### config.mk
export PLATFORM = sky130hd
export DESIGN_NAME = scl_rate_gen
export DESIGN_NICKNAME = d
export VERILOG_FILES = /design/src/rtl/scl_rate_pkg.sv /design/src/rtl/scl_rate_regs.sv /design/src/rtl/scl_prescaler.sv /design/src/rtl/scl_input_cond.sv /design/src/rtl/scl_phase_fsm.sv /design/src/rtl/scl_rate_gen.sv
export SDC_FILE = /design/constraint.sdc
export NUM_CORES = 1
export LEC_CHECK = 0
export BUFFER_PORTS_ARGS = -buffer_cell sky130_fd_sc_hd__buf_2
export CAP_MARGIN = 20
export CORE_MARGIN = 1.5
export CORE_UTILIZATION = 40
export DETAILED_ROUTE_END_ITERATION = 10
export PLACE_DENSITY = 0.68
export REMOVE_ABC_BUFFERS = 1
export SYNTH_ARGS = -nofsm -noshare
export SYNTH_HDL_FRONTEND = slang
export SYNTH_SLANG_ARGS = --single-unit
### constraint.sdc
create_clock -name clk -period 9.2 [get_ports clk]
set_input_delay 0.92 -clock clk [delete_from_list [all_inputs] [get_ports clk]]
set_output_delay 0.92 -clock clk [all_outputs]
set_load 0.05 [all_outputs]
### src/rtl/scl_rate_pkg.sv
package scl_rate_pkg;

    typedef enum logic [1:0] {
        PH_IDLE = 2'd0,
        PH_LOW  = 2'd1,
        PH_WAIT = 2'd2,
        PH_HIGH = 2'd3
    } phase_e;

    localparam logic [1:0] ADDR_MODE = 2'd0;
    localparam logic [1:0] ADDR_LOW  = 2'd1;
    localparam logic [1:0] ADDR_HIGH = 2'd2;

endpackage

### src/rtl/scl_rate_regs.sv
module scl_rate_regs
    import scl_rate_pkg::*;
#(
    parameter int PER_W  = 5,
    parameter int PSC_W  = 3,
    parameter int DATA_W = 8
) (
    input  logic              clk,
    input  logic              rst_n,
    input  logic              wr_en,
    input  logic [1:0]        addr,
    input  logic [DATA_W-1:0] wdata,
    output logic [DATA_W-1:0] rdata,
    output logic [PSC_W-1:0]  psc,
    output logic [PER_W-1:0]  low_per,
    output logic [PER_W-1:0]  high_per
);
    localparam int PSC_LSB = 4;
    localparam int WP_BIT  = 3;
    localparam logic [PER_W-1:0] PER_MIN = PER_W'(1);

    typedef struct packed {
        logic [PSC_W-1:0] psc;
        logic [PER_W-1:0] low;
        logic [PER_W-1:0] high;
    } regs_t;

    regs_t r_d, r_q;
    logic  unused_wdata;

    function automatic logic [PER_W-1:0] clamp_per(input logic [PER_W-1:0] v);
        return (v == '0) ? PER_MIN : v;
    endfunction

    always_comb begin
        r_d = r_q;
        if (wr_en) begin
            unique case (addr)
                ADDR_MODE: if (wdata[WP_BIT]) r_d.psc = wdata[PSC_LSB +: PSC_W];
                ADDR_LOW:  r_d.low  = clamp_per(wdata[PER_W-1:0]);
                ADDR_HIGH: r_d.high = clamp_per(wdata[PER_W-1:0]);
                default:   ;
            endcase
        end
    end

    always_ff @(posedge clk or negedge rst_n) begin
        if (!rst_n) begin
            r_q.psc  <= '0;
            r_q.low  <= '1;
            r_q.high <= '1;
        end else begin
            r_q <= r_d;
        end
    end

    always_comb begin
        rdata = '0;
        unique case (addr)
            ADDR_MODE: rdata[PSC_LSB +: PSC_W] = r_q.psc;
            ADDR_LOW:  rdata = {{(DATA_W-PER_W){1'b1}}, r_q.low};
            ADDR_HIGH: rdata = {{(DATA_W-PER_W){1'b1}}, r_q.high};
            default:   rdata = '0;
        endcase
    end

    assign psc          = r_q.psc;
    assign low_per      = r_q.low;
    assign high_per     = r_q.high;
    assign unused_wdata = ^wdata;

    // prescale is protected unless the enable bit accompanies the write
    p_wp_guard_r3: assert property (@(posedge clk) disable iff (!rst_n)
        (wr_en && addr == ADDR_MODE && !wdata[WP_BIT]) |=> $stable(r_q.psc));

    // a zero period is stored as the minimum legal value
    p_zero_clamp_r4: assert property (@(posedge clk) disable iff (!rst_n)
        (wr_en && addr == ADDR_LOW && wdata[PER_W-1:0] == '0) |=> (r_q.low == PER_MIN));

endmodule

### src/rtl/scl_prescaler.sv
module scl_prescaler #(
    parameter int PSC_W = 3
) (
    input  logic             clk,
    input  logic             rst_n,
    input  logic             clr,
    input  logic [PSC_W-1:0] psc,
    output logic             tick
);
    localparam int CNT_W = (1 << PSC_W) - 1;

    typedef struct packed {
        logic [CNT_W-1:0] cnt;
    } pre_t;

    pre_t             p_d, p_q;
    logic [CNT_W-1:0] mask;

    always_comb begin
        mask = (CNT_W'(1) << psc) - CNT_W'(1);
        tick = ((p_q.cnt & mask) == mask);
        p_d  = p_q;
        if (clr) p_d.cnt = '0;
        else     p_d.cnt = p_q.cnt + CNT_W'(1);
    end

    always_ff @(posedge clk or negedge rst_n) begin
        if (!rst_n) p_q <= '0;
        else        p_q <= p_d;
    end

    // with division active, ticks are never back to back
    p_tick_spacing_r5: assert property (@(posedge clk) disable iff (!rst_n)
        (tick && psc != '0 && !clr) |=> (!tick || psc == '0));

endmodule

### src/rtl/scl_input_cond.sv
module scl_input_cond (
    input  logic clk,
    input  logic rst_n,
    input  logic tick,
    input  logic scl_in,
    output logic scl_filt
);
    typedef struct packed {
        logic s1;
        logic s2;
        logic samp;
        logic filt;
    } cond_t;

    cond_t c_d, c_q;

    always_comb begin
        c_d    = c_q;
        c_d.s1 = scl_in;
        c_d.s2 = c_q.s1;
        if (tick) begin
            c_d.samp = c_q.s2;
            if (c_q.s2 == c_q.samp) c_d.filt = c_q.s2;
        end
    end

    always_ff @(posedge clk or negedge rst_n) begin
        if (!rst_n) c_q <= '1;
        else        c_q <= c_d;
    end

    assign scl_filt = c_q.filt;

    // the filtered level only moves on a prescaled tick
    p_filter_on_tick_r9: assert property (@(posedge clk) disable iff (!rst_n)
        !tick |=> $stable(c_q.filt));

endmodule

### src/rtl/scl_phase_fsm.sv
module scl_phase_fsm
    import scl_rate_pkg::*;
#(
    parameter int PER_W      = 5,
    parameter int PSC_W      = 3,
    parameter int OVH_BYPASS = 4,
    parameter int OVH_DIV    = 3
) (
    input  logic             clk,
    input  logic             rst_n,
    input  logic             run,
    input  logic             tick,
    input  logic             scl_high,
    input  logic [PSC_W-1:0] psc,
    input  logic [PER_W-1:0] low_per,
    input  logic [PER_W-1:0] high_per,
    output logic             drive_low,
    output logic             low_start,
    output logic             high_start,
    output logic             pre_clr
);
    localparam int CNT_W = PER_W + 2;

    typedef struct packed {
        phase_e           ph;
        logic [CNT_W-1:0] cnt;
        logic             ls;
        logic             hs;
    } fsm_t;

    fsm_t             f_d, f_q;
    logic [CNT_W-1:0] ovh;
    logic [CNT_W-1:0] low_load;
    logic [CNT_W-1:0] high_load;

    always_comb begin
        ovh       = (psc == '0) ? CNT_W'(OVH_BYPASS) : CNT_W'(OVH_DIV);
        low_load  = CNT_W'(low_per) + ovh - CNT_W'(1);
        high_load = CNT_W'(high_per) + ovh - CNT_W'(1);

        f_d    = f_q;
        f_d.ls = 1'b0;
        f_d.hs = 1'b0;
        if (!run) begin
            f_d.ph  = PH_IDLE;
            f_d.cnt = '0;
        end else begin
            unique case (f_q.ph)
                PH_IDLE: begin
                    f_d.ph  = PH_LOW;
                    f_d.cnt = low_load;
                    f_d.ls  = 1'b1;
                end
                PH_LOW: if (tick) begin
                    if (f_q.cnt == '0) f_d.ph = PH_WAIT;
                    else               f_d.cnt = f_q.cnt - CNT_W'(1);
                end
                PH_WAIT: if (tick && scl_high) begin
                    f_d.ph  = PH_HIGH;
                    f_d.cnt = high_load;
                    f_d.hs  = 1'b1;
                end
                PH_HIGH: if (tick) begin
                    if (f_q.cnt == '0) begin
                        f_d.ph  = PH_LOW;
                        f_d.cnt = low_load;
                        f_d.ls  = 1'b1;
                    end else begin
                        f_d.cnt = f_q.cnt - CNT_W'(1);
                    end
                end
                default: f_d.ph = PH_IDLE;
            endcase
        end
    end

    always_ff @(posedge clk or negedge rst_n) begin
        if (!rst_n) begin
            f_q.ph  <= PH_IDLE;
            f_q.cnt <= '0;
            f_q.ls  <= 1'b0;
            f_q.hs  <= 1'b0;
        end else begin
            f_q <= f_d;
        end
    end

    assign drive_low  = (f_q.ph == PH_LOW);
    assign low_start  = f_q.ls;
    assign high_start = f_q.hs;
    assign pre_clr    = (f_q.ph == PH_IDLE);

    // the last low tick releases the line
    p_low_exit_r5: assert property (@(posedge clk) disable iff (!rst_n)
        (run && f_q.ph == PH_LOW && tick && f_q.cnt == '0) |=> !drive_low);

    // the high count only begins after the line was seen high
    p_high_entry_r6: assert property (@(posedge clk) disable iff (!rst_n)
        high_start |-> $past(scl_high));

    // a held-low line keeps the block waiting
    p_stretch_hold_r8: assert property (@(posedge clk) disable iff (!rst_n)
        (run && f_q.ph == PH_WAIT && !scl_high) |=> (!drive_low && !high_start));

    // stopping releases the line with no strobe
    p_stop_release_r10: assert property (@(posedge clk) disable iff (!rst_n)
        !run |=> (!drive_low && !low_start && !high_start));

    // strobes are exclusive and low_start marks a driven line
    p_strobe_excl_r11: assert property (@(posedge clk) disable iff (!rst_n)
        low_start |-> (drive_low && !high_start));

endmodule

### src/rtl/scl_rate_gen.sv
module scl_rate_gen #(
    parameter int PER_W      = 5,
    parameter int PSC_W      = 3,
    parameter int DATA_W     = 8,
    parameter int OVH_BYPASS = 4,
    parameter int OVH_DIV    = 3
) (
    input  logic              clk,
    input  logic              rst_n,
    input  logic              reg_wr,
    input  logic [1:0]        reg_addr,
    input  logic [DATA_W-1:0] reg_wdata,
    output logic [DATA_W-1:0] reg_rdata,
    input  logic              run,
    input  logic              scl_in,
    output logic              scl_drive_low,
    output logic              low_start,
    output logic              high_start
);
    logic [PSC_W-1:0] psc;
    logic [PER_W-1:0] low_per;
    logic [PER_W-1:0] high_per;
    logic             tick;
    logic             pre_clr;
    logic             scl_filt;

    scl_rate_regs #(.PER_W(PER_W), .PSC_W(PSC_W), .DATA_W(DATA_W)) u_regs (
        .clk      (clk),
        .rst_n    (rst_n),
        .wr_en    (reg_wr),
        .addr     (reg_addr),
        .wdata    (reg_wdata),
        .rdata    (reg_rdata),
        .psc      (psc),
        .low_per  (low_per),
        .high_per (high_per)
    );

    scl_prescaler #(.PSC_W(PSC_W)) u_pre (
        .clk   (clk),
        .rst_n (rst_n),
        .clr   (pre_clr),
        .psc   (psc),
        .tick  (tick)
    );

    scl_input_cond u_cond (
        .clk      (clk),
        .rst_n    (rst_n),
        .tick     (tick),
        .scl_in   (scl_in),
        .scl_filt (scl_filt)
    );

    scl_phase_fsm #(
        .PER_W(PER_W), .PSC_W(PSC_W), .OVH_BYPASS(OVH_BYPASS), .OVH_DIV(OVH_DIV)
    ) u_fsm (
        .clk        (clk),
        .rst_n      (rst_n),
        .run        (run),
        .tick       (tick),
        .scl_high   (scl_filt),
        .psc        (psc),
        .low_per    (low_per),
        .high_per   (high_per),
        .drive_low  (scl_drive_low),
        .low_start  (low_start),
        .high_start (high_start),
        .pre_clr    (pre_clr)
    );

endmodule

======== Word-level counts from Yosys, hierarchy flattened ========
Cells that the tools add are included.
Widths: inputs -> output; s select.
storage, ports and cells
  register bits after elaboration ......... 35
  bits of input ports ..................... 15
  output and inout port bits .............. 11
  logic and storage cells ................. 67
cells by class
  add/subtract/negate cells ............... 7
  equality and inequality tests ........... 13
  shift operators ......................... 1
  multiplexer cells ....................... 20
  bitwise operators ....................... 1
  reduce and logical (&&, ||, !) cells .... 13
operator list
  cell                 count
  $pmux 9 s4           1
  $mux 9               3
  $mux 7               3
  $sub 7x1->7 const B  3
  $ne 3x2->1 const B   5
  $add 5x7->7          2
  $mux 10              1
  $pmux 3 s3           1
  $pmux 4 s2           1
  $add 7x1->7 const B  1
  $and 7x7->7          1
  $eq 7x7->1           1
  $logic_not 7->1      1
  $shl 1x3->7 const A  1
  $sub 7x2->7 const B  1
  $eq 2x2->1 const B   3
  $mux 2               3
  $reduce_and 2->1     3
  $logic_not 5->1      1
  $mux 5               1
  $reduce_and 5->1     1
  $eq 2x1->1 const B   2
  $logic_not 2->1      2
  $mux 1               4
  other kinds (9)      9

======== Depth between registers and ports, before layout ========
  depth after elaboration ................. 8
  gate-level depth with buffers ........... 15

======== Cells and area by module ========
From an unflattened synthesis, not the netlist that was laid out.
unflattened totals
  cell total of the unflattened synthesis .. 252
  area, all modules ....................... 2439.8 sq um
modules (own cells, without submodules)
  module          times used  cells an instance  area an instance (sq um)  seq. area each (sq um)
  scl_phase_fsm   1           148                1268.7                    275.3
  scl_rate_regs   1           55                 670.6                     337.8
  scl_prescaler   1           39                 356.6                     175.2
  scl_input_cond  1           10                 143.9                     105.1

======== Least setup slack after synthesis ========
Ideal clock, no wire load.
  path kind ............................... input to output
  start ................................... in reg_addr[0]
  end ..................................... out reg_rdata[0]
  data arrival time ....................... 2362 ps
  setup slack ............................. 5918 ps
  stages .................................. 3
  path through ............................ inv_1 ha_1 nor2b_1
on the way
  longest elaborated chain between the ends .. 2
ends and longest elaborated chain
  item                                             RTL line             text
  from (decl)                                      scl_rate_gen.sv:11   input logic [1:0] reg_addr,
  $eq 2x2->1 / $eq 2x1->1 (equally long branches)  scl_rate_regs.sv:59  unique case (addr)
  $pmux 4 s2 (*)                                   scl_rate_regs.sv:59
  to (decl)                                        scl_rate_gen.sv:13   output logic [DATA_W-1:0] reg_rdata,
Mark *: on every way between the ends. The rest lies on a longest branch, timed or not.

======== Worst setup path after layout ========
  start ................................... reg, netlist name u_regs.psc[0]
  end ..................................... reg u_fsm.f_q[7] in the netlist's numbering
on the way
  longest elaborated chain between the ends .. 8
ends and longest elaborated chain
  item             RTL line             text
  $logic_not 3->1  scl_phase_fsm.sv:37  ovh = (psc == '0) ? CNT_W'(OVH_BYPASS) : CNT_W'(OVH_DIV);
  $mux 3           scl_phase_fsm.sv:37
  $add 5x7->7      scl_phase_fsm.sv:38  low_load = CNT_W'(low_per) + ovh - CNT_W'(1);
  $sub 7x1->7      scl_phase_fsm.sv:38
  $mux 7           scl_phase_fsm.sv:64  if (f_q.cnt == '0) begin
  $mux 10          scl_phase_fsm.sv:63  PH_HIGH: if (tick) begin
  $pmux 9 s4       scl_phase_fsm.sv:48  unique case (f_q.ph)
  $mux 9           scl_phase_fsm.sv:44  if (!run) begin
  to (decl)        scl_phase_fsm.sv:31  fsm_t f_d, f_q;
Parallel ways exist; a longest one is shown, timed or not. The select of a mux whose other input is x is not followed.
A chain may end at the register's enable or synchronous reset.

==> results by group <==
Die
  • IO Pins: 26
  • Core Area: around 6500 µm²
  • Die area: 7310 µm²
  • Chip Height: 85.5 µm
  • Row cnt: 29
  • Die X: ~86 µm
  • Starting density of the core: a little over two fifths

Detailed routing
  • DRC Markers: 0
  • Routed Antenna Nets: 0
  • Via count: approximately 2100
  • Routed WL: 5.51 mm
  • TritonRoute pass-1 iters: 4
  • DRT iter0 DRCs: between 100 and 150
  • Via density: 5.26
  • Wire length per cell: between 10 and 15 µm

Worst setup path
  • Crit-path max FO: 9
  • Worst endpoint data arrival time: around 3.4 ns
  • Critical path, cell by cell: or3_4, clkinv_2, ha_1, inv_1, ha_1, inv_1, fa_1, nand2b_1, a21oi_1, xnor2_1, a221oi_1, a21oi_1, o211ai_1, mux2i_1
  • Worst setup EP type: register
  • Crit-path max cell delay: ~0.48 ns
  • Startpoint types: register
  • WS Path Type: reg2reg
  • CP max-delay cell: dfrtp_1
  • WP data required: approximately 9.4 ns

GRT
  • Met3 usage: just over 3%
  • Largest net degree at the start of global routing: 36
  • GRT met2 Usage: between 20% and 30%
  • Vias in the first global route: 2009
  • Total track usage: 16.5%
  • First-pass GRT wire length: 9.60 mm
  • M1 GR Usage: between 20 and 25%
  • Total grt overflow: 0
  • Antenna violations before repair: 0
  • Global route hottest layer: met2

Pwr
  • Power Density: slightly below 300 nW/µm²
  • Peak supply drop: about 0.15 mV
  • Design Power: around 0.86 mW
  • Leakage: approximately 1.4 nW

Finish
  • Final Cell Area: just under 3000 µm²
  • Share of cells above drive strength 1: approximately 21%
  • Layout area overhead: 8.87%
  • Final nets: 363
  • Ant diodes: 0

Clock network
  • Post-CTS setup repair buffer count: 0
  • Root Buffer: clkbuf_8
  • Clock Sinks: 35
  • PostCTS Resize Cnt: 0
  • Clock buffer depth: 2
  • TritonCTS Buffers: 5
  • Worst-path clk slew: ~0.080 ns
  • H-tree Lvls: 2
  • Clock latency on the worst-skew pair: about 0.29 ns
  • Hold_buf cts: 0
  • CTS tree: yes

Min path
  • Hold Path Class: reg2reg

Synth
  • Post-Synth XOR/XNOR Area: roughly 5.5%
  • Post-synthesis simple-gate area fraction: 16.4%
  • Post-synth ARST share: 100%
  • Mean area per synthesized cell: 9.20 µm²
  • Largest family of logic cells by synthesized area: simple AND/OR/NAND/NOR gates
  • Mapped Cells: a little under 300
  • Cell Area, Synth: between 2000 and 3000 µm²
  • Fraction of the mapped netlist area in adder cells: between 15 and 20%
  • Post-synth EDFFs: 0
  • Syn. warnings: 0
  • Main synth FF type: dfrtp_1
  • Sequential share of the synthesized area: 32.8%
  • Synth Area in Compound Gates: 15.4%
  • Synth cell types: between 50 and 60
  • Synth Register Bits: 35
  • Mux share of post-synthesis cell area: approximately 6.8%

Timing
  • Max-slew violations: 0
  • Fin Setup TNS: 0 ns
  • Worst Tran Pin Value: 0.856 ns
  • Fin crit period: around 3.2 ns
  • Endpoints failing hold: 0
  • Max-slew headroom: between 40% and 50%
  • Final period util: between 30% and 40%
  • Max Fclk: between 0.3 and 0.4 GHz
  • Final setup viols: 0
  • RSZ-0062 raised after global routing: false
  • Final Skew: about 0.011 ns

Place
  • Placed cell area: 2870 µm²
  • IO Port Bufs: 24
  • GP Congestion: 0.854
  • Dpl hpwl: 4.13 mm

Flow run
  • Max-Cap Viols: 0

Status
  • Outcome: finished clean
-- sequential cells by signal (all words and copies together) (netlist names) --
register	cells
u_cond.c_q	2
u_regs.low_per	5
u_fsm.low_start	1
u_cond.c_d	1
u_cond.scl_filt	1
u_fsm.f_q	9
u_regs.psc	3
u_regs.high_per	5
u_pre.p_q	7
u_fsm.high_start	1
-- per-stage QoR --
step           utilization, %  std cells  worst slack, ns  hold WS, ns
2_1_floorplan               -        285             5.92        0.345
3_3_place_gp             44.5        386             6.03        0.347
3_5_place_dp             44.5        386             5.99        0.349
4_1_cts                  45.9        394             5.97        0.360
5_1_grt                  45.9        394             5.73        0.365
6_report                 45.9        394             5.97        0.358
-- layout by cell type, fill, tap and decap left out, types with 3 or more instances in the layout --
cell	netlist	routed
clkbuf_8	0	6
mux2i_1	6	6
inv_1	38	38
mux2_2	11	11
nor2_1	28	28
dfstp_2	14	14
ha_1	30	30
o21ai_1	6	6
o211ai_1	3	3
o21ai_0	7	7
nand2_1	24	24
nor3_1	3	3
dfrtp_1	21	21
a22oi_1	5	5
buf_2	1	24
nor4_1	3	3
nand3_1	6	6
a221oi_1	5	5
nor2b_1	8	8
xor2_1	7	7
xnor2_1	10	10
a21oi_1	12	12
-- worst max-delay path, delay by kind of cell, from the launching register on --
family	cells	cell delay, ns
compound gates	4	0.80
xor+xnor	1	0.11
fa+ha+maj	3	0.79
buf+inv	3	0.23
flops	1	0.48
mux	1	0.09
simple gates	2	0.60
-- kinds of logic after synthesis --
family | count (synthesis)
AOI/OAI and AO/OA | 57
xor gates and xnor gates | 17
adders and majority gates | 32
buffers and inverters | 50
DFF | 35
muxes | 17
and+or+nand+nor | 88
-- cell type report --
type                       instances  area, µm²
tap                               77       96.3
sequential                        35        893
clock inverter                     1       5.00
inverter                          39        148
multi-input combinational        211       1620
fill                             630       3490
timing repair buffer              24        120
clock buffer                       7       86.3
-- worst paths after layout --
| check | startpoint | end | slack, ns | cells after the start |
|---|---|---|---|---|
| max | u_regs.psc[0] | u_fsm.f_q[7] | 5.97 | 14 |
| min | u_cond.c_d[2] | u_cond.c_q[2] | 0.36 | 0 |
| max reg2reg | u_regs.psc[0] | u_fsm.f_q[7] | 5.97 | 14 |
| min reg2reg | u_cond.c_d[2] | u_cond.c_q[2] | 0.36 | 0 |
| max in group asynchronous | rst_n | u_pre.p_q[1] | 8.00 | 1 |
| min in group asynchronous | rst_n | u_regs.psc[0] | 0.71 | 1 |
-- cell usage after synthesis, types with 3 or more instances --
cell      count  area, µm²
nand2_1      24       90.1
xnor2_1      10       87.6
inv_1        38        143
o21ai_0       7       35.0
o211ai_1      3       22.5
o21ai_1       6       30.0
ha_1         30        375
nor4_1        3       18.8
a221oi_1      5       43.8
a22oi_1       5       37.5
mux2i_1       6       60.1
dfrtp_1      21        526
a21oi_1      12       60.1
dfstp_2      14        368
nor2_1       28        105
nand3_1       6       30.0
xor2_1        7       61.3
mux2_2       11        124
nor3_1        3       15.0
clkbuf_1      8       30.0
nor2b_1       8       50.1
-- where the power goes --
| group | total (mW) | switching [mW] | leakage [nW] | internal, mW |
|---|---|---|---|---|
| registers | 0.237 | 0.0393 | 0.425 | 0.198 |
| clock network | 0.117 | 0.0564 | 0.0482 | 0.0604 |
| logic | 0.506 | 0.301 | 0.921 | 0.205 |
-- metal layers --
layer / vias up / routed length (µm)
met5: - / 0
met3: 8 / 225
met1: 970 / 2670
met4: 0 / 95
li1: 1049 / -
met2: 45 / 2520
No activity file was read; power rests on OpenSTA's default activity.
